<file path="src/rtl/bp_pkg.sv">
package bp_pkg;

  typedef enum logic {
    DIR_NOT_TAKEN = 1'b0,
    DIR_TAKEN     = 1'b1
  } dir_e;

  function automatic int unsigned table_aw(input int unsigned idx_w,
                                           input int unsigned hist_w,
                                           input bit use_addr);
    return use_addr ? (idx_w + hist_w) : hist_w;
  endfunction

endpackage

</file>
<file path="src/rtl/bp_history.sv">
module bp_history #(
  parameter int unsigned HIST_W = 4
) (
  input  logic              clk,
  input  logic              rst,
  input  logic              shift_en,
  input  logic              outcome,
  output logic [HIST_W-1:0] hist_q
);

  always_ff @(posedge clk) begin
    if (rst) begin
      hist_q <= '0;
    end else if (shift_en) begin
      hist_q <= {hist_q[HIST_W-2:0], outcome};
    end
  end

endmodule

</file>
<file path="src/rtl/bp_index.sv">
module bp_index #(
  parameter int unsigned PC_W     = 8,
  parameter int unsigned IDX_W    = 2,
  parameter int unsigned HIST_W   = 4,
  parameter bit          USE_ADDR = 1'b1,
  localparam int unsigned AW      = bp_pkg::table_aw(IDX_W, HIST_W, USE_ADDR)
) (
  input  logic [PC_W-1:0]   pc,
  input  logic [HIST_W-1:0] hist,
  output logic [AW-1:0]     idx
);

  logic unused_pc_bits;
  assign unused_pc_bits = ^pc;

  generate
    if (USE_ADDR) begin : g_addr_hist
      assign idx = {pc[IDX_W-1:0], hist};
    end else begin : g_hist_only
      assign idx = hist;
    end
  endgenerate

endmodule

</file>
<file path="src/rtl/bp_sat_counter.sv">
module bp_sat_counter #(
  parameter int unsigned CTR_W = 2
) (
  input  logic [CTR_W-1:0] ctr,
  input  logic             taken,
  output logic [CTR_W-1:0] ctr_next
);

  localparam logic [CTR_W-1:0] CTR_MAX = '1;
  localparam logic [CTR_W-1:0] CTR_MIN = '0;
  localparam logic [CTR_W-1:0] ONE     = {{(CTR_W-1){1'b0}}, 1'b1};

  always_comb begin
    if (taken) begin
      ctr_next = (ctr == CTR_MAX) ? ctr : ctr + ONE;
    end else begin
      ctr_next = (ctr == CTR_MIN) ? ctr : ctr - ONE;
    end
  end

endmodule

</file>
<file path="src/rtl/bp_ctr_table.sv">
module bp_ctr_table #(
  parameter int unsigned AW    = 6,
  parameter int unsigned CTR_W = 2,
  localparam int unsigned DEPTH = 1 << AW
) (
  input  logic             clk,
  input  logic             rst,
  input  logic [AW-1:0]    rd_a_idx,
  output logic [CTR_W-1:0] rd_a_ctr,
  input  logic [AW-1:0]    rd_b_idx,
  output logic [CTR_W-1:0] rd_b_ctr,
  input  logic             wr_en,
  input  logic [AW-1:0]    wr_idx,
  input  logic [CTR_W-1:0] wr_ctr
);

  logic [CTR_W-1:0] mem [DEPTH];

  always_ff @(posedge clk) begin
    if (rst) begin
      for (int i = 0; i < DEPTH; i++) begin
        mem[i] <= '0;
      end
    end else if (wr_en) begin
      mem[wr_idx] <= wr_ctr;
    end
  end

  assign rd_a_ctr = mem[rd_a_idx];
  assign rd_b_ctr = mem[rd_b_idx];

endmodule

</file>
<file path="src/rtl/bp_predictor.sv">
module bp_predictor #(
  parameter int unsigned PC_W     = 8,
  parameter int unsigned IDX_W    = 2,
  parameter int unsigned HIST_W   = 4,
  parameter int unsigned CTR_W    = 2,
  parameter bit          USE_ADDR = 1'b1
) (
  input  logic            clk,
  input  logic            rst,
  input  logic [PC_W-1:0] pred_pc,
  output logic            pred_taken,
  input  logic            upd_valid,
  input  logic [PC_W-1:0] upd_pc,
  input  logic            upd_taken
);

  localparam int unsigned AW = bp_pkg::table_aw(IDX_W, HIST_W, USE_ADDR);

  logic [HIST_W-1:0] hist_q;
  logic [AW-1:0]     pred_idx;
  logic [AW-1:0]     upd_idx;
  logic [CTR_W-1:0]  pred_ctr;
  logic [CTR_W-1:0]  upd_ctr;
  logic [CTR_W-1:0]  upd_next;

  bp_history #(.HIST_W(HIST_W)) u_hist (
    .clk      (clk),
    .rst      (rst),
    .shift_en (upd_valid),
    .outcome  (upd_taken),
    .hist_q   (hist_q)
  );

  bp_index #(.PC_W(PC_W), .IDX_W(IDX_W), .HIST_W(HIST_W), .USE_ADDR(USE_ADDR)) u_pred_index (
    .pc   (pred_pc),
    .hist (hist_q),
    .idx  (pred_idx)
  );

  bp_index #(.PC_W(PC_W), .IDX_W(IDX_W), .HIST_W(HIST_W), .USE_ADDR(USE_ADDR)) u_upd_index (
    .pc   (upd_pc),
    .hist (hist_q),
    .idx  (upd_idx)
  );

  bp_ctr_table #(.AW(AW), .CTR_W(CTR_W)) u_table (
    .clk      (clk),
    .rst      (rst),
    .rd_a_idx (pred_idx),
    .rd_a_ctr (pred_ctr),
    .rd_b_idx (upd_idx),
    .rd_b_ctr (upd_ctr),
    .wr_en    (upd_valid),
    .wr_idx   (upd_idx),
    .wr_ctr   (upd_next)
  );

  bp_sat_counter #(.CTR_W(CTR_W)) u_step (
    .ctr      (upd_ctr),
    .taken    (upd_taken),
    .ctr_next (upd_next)
  );

  assign pred_taken = (pred_ctr[CTR_W-1] == bp_pkg::DIR_TAKEN);

endmodule

</file>
<file path="config.mk">
export PLATFORM = sky130hd
export DESIGN_NAME = bp_predictor
export DESIGN_NICKNAME = d
export VERILOG_FILES = /design/src/rtl/bp_pkg.sv /design/src/rtl/bp_history.sv /design/src/rtl/bp_index.sv /design/src/rtl/bp_sat_counter.sv /design/src/rtl/bp_ctr_table.sv /design/src/rtl/bp_predictor.sv
export SDC_FILE = /design/constraint.sdc
export NUM_CORES = 1
export LEC_CHECK = 0
export ABC_AREA = 1
export BUFFER_PORTS_ARGS = -buffer_cell sky130_fd_sc_hd__buf_2
export CORE_UTILIZATION = 55
export CTS_CLUSTER_DIAMETER = 30
export DETAILED_ROUTE_END_ITERATION = 7
export GPL_ROUTABILITY_DRIVEN = 0
export PLACE_DENSITY = 0.84
export SLEW_MARGIN = 20
export SYNTH_ARGS = -nofsm -noshare
export SYNTH_HDL_FRONTEND = slang
export SYNTH_SLANG_ARGS = --single-unit
</file>
<file path="constraint.sdc">
create_clock -name clk -period 2.82 [get_ports clk]
set_input_delay 0.141 -clock clk [delete_from_list [all_inputs] [get_ports clk]]
set_output_delay 0.141 -clock clk [all_outputs]
set_load 0.02 [all_outputs]
</file>
== Word level (Yosys, flattened, before mapping) ==
Memory sizes are Yosys's and may differ from the RTL's.
Cells that the tools add are included.
Word-level totals
  flip-flop bits (word level): 4
  memory bits (writable): 128
  input bits: 20
  output and inout port bits: 1
  logic and storage cells: 18
  memories: 1
Operators by class
  $add $sub $neg: 2
  equality and inequality tests: 1
  muxes and demuxes: 11
  reduce and logical (&&, ||, !) cells: 2
Memory list
  u_table.mem: depth 64, bits a word 2, rd ports 2, clocked after Yosys merged registers in 0, wr ports 64, line bp_ctr_table.sv:17  | logic [CTR_W-1:0] mem [DEPTH];
Operators by type and width (number)
  $mux W2: 4
  $mux W1: 6
  $mux W6: 1
  $add A2 B1 Y2 const B: 1
  $eq A2 B2 Y1 const B: 1
  $logic_not A2 Y1: 1
  $reduce_or A2 Y1: 1
  $sub A2 B1 Y2 const B: 1

== Longest topological paths before layout ==
Gate-level depths: netlist (run 1).
  depth in word-level cells: 5
  depth in mapped cells: 16
  mapped depth without buffers: 14

== By module ==
A second synthesis (run 1) with hierarchy kept.
Second synthesis, totals
  cell total of the unflattened synthesis: 1085
  area, all modules: 7991.4 µm²
Modules (own cells, without submodules)
  bp_ctr_table: times used 1, cells an instance 1041, area each 7701.1 µm², seq. area each 3843.7 µm²
  bp_history: times used 1, cells an instance 26, area each 175.2 µm², seq. area each 80.1 µm²
  bp_index: times used 2, cells an instance 6, area each 45.0 µm², seq. area each 0.0 µm²
  bp_sat_counter: times used 1, cells an instance 6, area each 25.0 µm², seq. area each 0.0 µm²

== Least setup slack after synthesis (run 1) ==
Ideal clock, no wire load.
  path type: reg2reg
  start point: register u_hist.hist_q[0]
  end point: memory u_table.mem[33][0] (data pin)
  setup time: 255 ps
  arrival: 1616 ps
  required time: 2565 ps
  setup slack: 949 ps
  stages on the path, launching flop included: 15
  path buffers: 3
  period minus slack after synthesis: 1871 ps
  path through: dfxtp_1 buf_2 buf_2 nand2_1 o211ai_1 nand2_1 nor2_1 nand2_1 nand3_1 nand2_1 nor2_1 nand2_1 nand2_4 buf_6 nor2_1
RTL lines
  from (decl): line bp_history.sv:8  | output logic [HIST_W-1:0] hist_q
  from (signal assigned): line bp_history.sv:15  | hist_q <= {hist_q[HIST_W-2:0], outcome};
  to (decl): line bp_ctr_table.sv:17

== Worst setup path in the final report (run 1) ==
  start point: register u_hist.hist_q[2]
  end point: output port pred_taken
On the way
  longest elaborated chain between the ends: 1
Ends and longest elaborated chain
  $mem_v2 Z64 W2
  to (decl): line bp_predictor.sv:11  | output logic pred_taken,
Every way passes these cells.

==> reports/summary.log, run 1 <==
qor: timing.fmaxAchievable 377 MHz
qor: global_routing.grt-ovfl-total 0
qor: logic_synthesis.yosysWarningCount 0
qor: cells_and_area.final_net_count 895
qor: logic_synthesis.netlist_area 7010 um2
qor: critical_path.slowest_delay 0.52 ns
qor: timing.final.setup.tns 0 ns
qor: global_routing.grt_pass1_vias 5,671
qor: placed_design.placement.setup.worst_slack 0.278 ns
qor: critical_path.cpMaxStageDelayCell sky130_fd_sc_hd__dfxtp_2
qor: cells_and_area.layout_commonest_cell sky130_fd_sc_hd__nand2_1
qor: routing.drt-total-wl 17,600 um
qor: power_and_ir_drop.cellPowerDensity 662 nW/um2
qor: logic_synthesis.synthCells 858
qor: clock_tree.cts.sink_count 132
qor: floorplanning.core-area 12,200 um2
qor: routing.route.vias.total 5,899
qor: timing.skew 0.00695 ns
qor: cells_and_area.finalCoreUtilization 0.654
qor: critical_path.end_kind primary output
qor: critical_path.worstPathCellList inv_2 -> nor2_1 -> buf_4 -> nand3_1 -> nand2_1 -> nor2_1 -> nand2_1 -> a21oi_1 -> o31ai_1 -> buf_2
qor: timing.period_share 0.941
qor: critical_path.cp-start-kind register
qor: routing.drtAntennaViolNets 0
qor: floorplanning.number_of_top_level_pins 21
qor: clock_tree.ctsRootBufferMaster sky130_fd_sc_hd__clkbuf_16
qor: logic_synthesis.synth_area_leader_cell sky130_fd_sc_hd__edfxtp_1
qor: floorplanning.dieArea 13,200 um2
qor: global_routing.grt.total_usage 0.286
qor: critical_path.critical_path_required 2.68 ns
qor: power_and_ir_drop.total_leakage_power 0.00350 uW
qor: hold_path.min-delay-path-class in -> reg
qor: cells_and_area.antenna-diode-count 0
qor: logic_synthesis.synth_area_leaders sky130_fd_sc_hd__edfxtp_1, sky130_fd_sc_hd__nand2_1, sky130_fd_sc_hd__nor2_1, sky130_fd_sc_hd__a21oi_1, sky130_fd_sc_hd__nand3_1
qor: floorplanning.placementRows 40
qor: cells_and_area.post_route_cells_drive_above_1_share 0.115
qor: global_routing.grt_antenna_before_repair 0
qor: clock_tree.cts_tree done
qor: placed_design.detailed_placement_wirelength_estimate 10,900 um
qor: floorplanning.floorplan.die.height 115 um
qor: cells_and_area.area_growth_from_synthesis_to_layout 13.9%
qor: routing.drcViolationCount 0
qor: cells_and_area.commonest_non_fill_non_tap_cells_in_the_layout sky130_fd_sc_hd__nand2_1, sky130_fd_sc_hd__edfxtp_1, sky130_fd_sc_hd__nor2_1, sky130_fd_sc_hd__a21oi_1, sky130_fd_sc_hd__inv_1
qor: timing.worst_rel_slew_slack 0.603
qor: critical_path.worst-setup-path-type reg -> out
qor: critical_path.cp.arrival 2.51 ns
qor: floorplanning.floorplan.initialDensity 0.574
qor: logic_synthesis.synthDominantCellAreaShare 0.548
qor: routing.detail_route.first_pass.iterations 5
qor: logic_synthesis.fraction_of_the_yosys_area_taken_by_sequential_cells 0.560
qor: logic_synthesis.yosys.cell_types.count 25
qor: clock_tree.clkLatencyLatePin 0.43 ns
qor: clock_tree.ctsLongestPathBuffers 2
qor: logic_synthesis.synth.net_count 878
qor: timing.timing.final.hold_violations 0
qor: logic_synthesis.yosys_register_bits 132
qor: job.maxCapViolCount 0
qor: timing.grt_setup_unrepaired false
qor: routing.avgRoutedWirePerCell 16.6 um
qor: timing.layout_min_cycle_time 2.65 ns
qor: timing.finalWorstSetupSlack 0.166 ns
qor: placed_design.io_buffers 8
qor: critical_path.timing.critical_path.max_delay_family simple AND/OR/NAND/NOR gates
qor: timing.timing.final.setup_violations 0
qor: routing.first_iter_violations 672
qor: clock_tree.path_clk_slew 0.06 ns
qor: timing.final_max_slew_viol_count 0
qor: timing.worst_slew_pin_slew 0.595 ns
qor: clock_tree.clock_tree.htree_level_count 4
qor: clock_tree.post_cts_buffers 0
qor: clock_tree.cts_made_buffers 17
qor: logic_synthesis.postSynthAreaPerCell 8.17 um2
qor: floorplanning.die_x 115 um
qor: power_and_ir_drop.peakVddDrop 493 uV
qor: critical_path.timing.critical_path.buf_inv 3
qor: clock_tree.postCtsHoldBufs 0
qor: global_routing.pin_count_of_the_biggest_net_entering_global_routing 69
qor: critical_path.critPathMaxFanout 11
qor: status.result_of_the_run complete, no violations
qor: global_routing.grt_pass1_wl 27,700 um
qor: routing.via_per_inst 5.59
worst paths after layout:
path | from | endpoint | slack (ns) | depth (start not counted)
max reg2reg | u_hist.hist_q[0] | u_table.mem[11][0] | 0.31 | 13
max | u_hist.hist_q[2] | pred_taken | 0.17 | 10
min reg2reg | u_hist.hist_q[3] | u_hist.hist_q[3] | 0.71 | 2
min | upd_valid | u_hist.hist_q[2] | 0.06 | 2
where the power goes:
part,leakage (uW),switching (uW),internal (uW)
combinational,0.00184,461,187
sequential,0.00135,30.2,2220
clock,0.000302,832,1560
total,0.00350,1320,3960
logic make-up after synthesis:
| family | after synthesis | synth area share |
|---|---|---|
| flops | 132 | 0.560 |
| buf+inv | 92 | 0.0683 |
| compound gates | 80 | 0.0584 |
| simple gates | 554 | 0.314 |
metrics by stage:
step	std cells	power, uW	cell area [um2]	hold WS (ns)
4_1_cts	1056	5280	7980	0.0346
3_3_place_gp	1024	2900	7340	0.470
3_5_place_dp	1024	2920	7340	0.483
2_1_floorplan	858	2740	7010	0.313
6_report	1056	5280	7980	0.0554
5_1_grt	1056	5430	7980	0.0481
flip-flops by register name (all words and copies together) (netlist names):
signal and cells:
u_hist.hist_q 4, u_table.mem 128
layout make-up:
cell class | count | area (um2)
Inverter | 43 | 161
Clock buffer | 17 | 425
Multi-Input combinational cell | 634 | 2610
Sequential cell | 132 | 3930
Clock inverter | 15 | 213
Timing Repair Buffer | 47 | 433
Fill cell | 1005 | 4230
Tap cell | 168 | 210
repair_timing:
item                                    4_1_cts  5_1_grt
endpoints found under the hold margin         0        0
endpoints found under the setup margin        0       44
gates resized for setup                       0        3
Yosys cell counts, drive strengths merged:
cell,number
nand2,399
nand3,32
o211ai,2
o31ai,1
a31oi,1
nor2,105
nor3,5
clkbuf,12
nor4,2
dfxtp,4
o21ai,5
buf,37
a21oi,71
nand3b,1
edfxtp,128
nand4,4
inv,43
or2,6
metal layers:
metal	vias up	routed length (um)	GRT usage
met1	2706	6770	0.356
met3	47	1900	0.0696
met5	-	0	0
li1	2817	-	-
met4	0	490	0.130
met2	329	8400	0.474
Power figures use the tool's default switching activity.
==> run 2: changes to the inputs <==
--- a/config.mk
+++ b/config.mk
@@ -15,4 +15,5 @@
 export SLEW_MARGIN = 20
 export SYNTH_ARGS = -nofsm -noshare
 export SYNTH_HDL_FRONTEND = slang
+export SYNTH_HIERARCHICAL = 1
 export SYNTH_SLANG_ARGS = --single-unit
==> reports/summary.log, run 2 <==
qor: timing.worst_rel_slew_slack 0.437 [was 0.603]
qor: cells_and_area.commonest_non_fill_non_tap_cells_in_the_layout sky130_fd_sc_hd__nand2_1, sky130_fd_sc_hd__nand3_1, sky130_fd_sc_hd__nor2_1, sky130_fd_sc_hd__edfxtp_1, sky130_fd_sc_hd__buf_4 [was sky130_fd_sc_hd__nand2_1, sky130_fd_sc_hd__edfxtp_1, sky130_fd_sc_hd__nor2_1, sky130_fd_sc_hd__a21oi_1, sky130_fd_sc_hd__inv_1]
qor: hold_path.min-delay-path-class in -> reg [unchanged]
qor: logic_synthesis.synthCells 950 [was 858]
qor: routing.drcViolationCount 0 [unchanged]
qor: job.maxCapViolCount 0 [unchanged]
qor: floorplanning.floorplan.initialDensity 0.562 [was 0.574]
qor: critical_path.critical_path_required 2.68 ns [about the same]
qor: clock_tree.cts.sink_count 132 [unchanged]
qor: critical_path.cpMaxStageDelayCell sky130_fd_sc_hd__inv_2 [was sky130_fd_sc_hd__dfxtp_2]
qor: timing.final_max_slew_viol_count 0 [unchanged]
qor: timing.final.setup.tns 0 ns [unchanged]
qor: logic_synthesis.synth.net_count 970 [was 878]
qor: timing.grt_setup_unrepaired false [unchanged]
qor: placed_design.io_buffers 8 [unchanged]
qor: critical_path.worst-setup-path-type reg -> out [unchanged]
qor: floorplanning.dieArea 14,000 um2 [was 13,200 um2]
qor: global_routing.grt.total_usage 0.283 [was 0.286]
qor: global_routing.pin_count_of_the_biggest_net_entering_global_routing 65 [was 69]
qor: critical_path.critPathMaxFanout 32 [was 11]
qor: critical_path.timing.critical_path.max_delay_family buffers and inverters [was simple AND/OR/NAND/NOR gates]
qor: clock_tree.clock_tree.htree_level_count 4 [unchanged]
qor: timing.skew 0.00969 ns [was 0.00695 ns]
qor: floorplanning.floorplan.die.height 118 um [was 115 um]
qor: cells_and_area.largest_register_ffs 128 [unchanged]
qor: critical_path.cp-start-kind register [unchanged]
qor: routing.drtAntennaViolNets 0 [unchanged]
qor: cells_and_area.finalCoreUtilization 0.618 [was 0.654]
qor: logic_synthesis.netlist_area 7420 um2 [was 7010 um2]
qor: timing.period_share 0.936 [was 0.941]
qor: routing.avgRoutedWirePerCell 16.9 um [was 16.6 um]
qor: global_routing.grt_antenna_before_repair 1 [was 0]
qor: clock_tree.ctsRootBufferMaster sky130_fd_sc_hd__clkbuf_16 [unchanged]
qor: global_routing.grt_pass1_wl 30,000 um [was 27,700 um]
qor: clock_tree.path_clk_slew 0.05 ns [was 0.06 ns]
qor: logic_synthesis.postSynthAreaPerCell 7.81 um2 [was 8.17 um2]
qor: placed_design.detailed_placement_wirelength_estimate 11,600 um [was 10,900 um]
qor: routing.via_per_inst 5.83 [was 5.59]
qor: routing.first_iter_violations 716 [was 672]
qor: logic_synthesis.yosysWarningCount 6 [was 0]
qor: critical_path.timing.critical_path.buf_inv 3 [unchanged]
qor: critical_path.worstPathCellList buf_4 -> inv_2 -> nand2_1 -> nand3_1 -> nand3_1 -> nand2_1 -> nand2_1 -> nand3_1 -> nand3_1 -> nand2_1 -> buf_2 [was inv_2 -> nor2_1 -> buf_4 -> nand3_1 -> nand2_1 -> nor2_1 -> nand2_1 -> a21oi_1 -> o31ai_1 -> buf_2]
qor: global_routing.grt-ovfl-total 0 [unchanged]
qor: routing.route.vias.total 6,466 [was 5,899]
qor: critical_path.cp.arrival 2.50 ns [was 2.51 ns]
qor: timing.timing.final.hold_violations 0 [unchanged]
qor: critical_path.crit_path_start u_hist/hist_q[0] [was u_hist.hist_q[2]]
qor: power_and_ir_drop.cellPowerDensity 620 nW/um2 [was 662 nW/um2]
qor: cells_and_area.largest_register u_table/mem [was u_table.mem]
qor: timing.fmaxAchievable 379 MHz [was 377 MHz]
qor: critical_path.slowest_delay 0.51 ns [was 0.52 ns]
qor: floorplanning.placementRows 42 [was 40]
qor: global_routing.grt_pass1_vias 6,133 [was 5,671]
qor: clock_tree.cts_made_buffers 17 [unchanged]
qor: timing.timing.final.setup_violations 0 [unchanged]
qor: cells_and_area.layout_commonest_cell sky130_fd_sc_hd__nand2_1 [unchanged]
qor: power_and_ir_drop.peakVddDrop 430 uV [was 493 uV]
qor: timing.layout_min_cycle_time 2.64 ns [was 2.65 ns]
qor: floorplanning.number_of_top_level_pins 21 [unchanged]
qor: clock_tree.clkLatencyLatePin 0.42 ns [was 0.43 ns]
qor: clock_tree.cts_tree done [unchanged]
qor: status.result_of_the_run complete, no violations [unchanged]
qor: timing.finalWorstSetupSlack 0.180 ns [was 0.166 ns]
qor: power_and_ir_drop.total_leakage_power 0.00337 uW [was 0.00350 uW]
qor: hold_path.worstHoldStart rst [was upd_valid]
qor: cells_and_area.reg_top3 u_table/mem x128, u_hist/hist_q x4 [was u_table.mem x128, u_hist.hist_q x4]
qor: clock_tree.number_of_resized_instances_in_the_post_cts_repair_step 0 [unchanged]
qor: cells_and_area.post_route_cells_drive_above_1_share 0.0911 [was 0.115]
qor: cells_and_area.area_growth_from_synthesis_to_layout 9.87% [was 13.9%]
qor: placed_design.placement.setup.worst_slack 0.480 ns [was 0.278 ns]
qor: floorplanning.core-area 13,200 um2 [was 12,200 um2]
qor: timing.worst_slew_pin_slew 0.844 ns [was 0.595 ns]
qor: floorplanning.die_x 118 um [was 115 um]
qor: critical_path.end_kind primary output [unchanged]
qor: routing.drt-total-wl 18,800 um [was 17,600 um]
qor: clock_tree.postCtsHoldBufs 0 [unchanged]
qor: critical_path.timing.rr.start u_hist/hist_q[0] [was u_hist.hist_q[0]]
qor: clock_tree.post_cts_buffers 0 [unchanged]
qor: clock_tree.ctsLongestPathBuffers 2 [unchanged]
qor: routing.detail_route.first_pass.iterations 5 [unchanged]
qor: cells_and_area.n_fill_cell 1,037 [was 1,005]
qor: cells_and_area.final_net_count 940 [was 895]
## run 2: final timing paths
path	end	slack (ns)	cells after the start
worst min-delay path	u_hist/hist_q[2]	0.03	4
worst max-delay path	pred_taken	0.18	11
worst max register to register	u_table/mem[51][0]	0.38	15
worst min register to register	u_hist/hist_q[3]	0.59	2
## run 2: cell type report
cell class	instances	area, um2	share of cell area
Inverter	27	101	0.0124
Sequential cell	132	3930	0.482
Antenna cell	1	2.50	0.000307
Timing Repair Buffer	35	318	0.0390
Clock buffer	17	425	0.0522
Multi-Input combinational cell	707	3010	0.370
Clock inverter	15	139	0.0170
Tap cell	176	220	0.0270
## run 2: report_power, final
part	switching, uW	internal, uW	total [uW]	leakage [uW]
clock network	811	1290	2100	0.000268
registers	33.3	2220	2250	0.00136
logic	509	193	702	0.00175
total	1350	3700	5050	0.00337
## run 2: through the flow
stage          instance area [um2]  hold WS, ns  power (uW)  instances
6_report                      8150       0.0341        5050       1110
5_1_grt                       8150       0.0510        5210       1110
4_1_cts                       8150       0.0182        5050       1109
3_5_place_dp                  7580        0.461        2970       1077
3_3_place_gp                  7580        0.457        2950       1077
2_1_floorplan                 7420        0.293        2760        950
## run 2: tightest hold or removal path, cell delays in order
cell	delay, ns
sky130_fd_sc_hd__buf_2	0.12
sky130_fd_sc_hd__inv_2	0.06
sky130_fd_sc_hd__nand2_1	0.06
sky130_fd_sc_hd__nor2_1	0.03
## run 2: metal layers
layer,global-route usage,up-vias,share of wire
li1,-,3051,-
met1,0.340,2993,0.37
met2,0.465,356,0.49
met3,0.0673,66,0.095
met4,0.163,0,0.042
met5,0,-,0
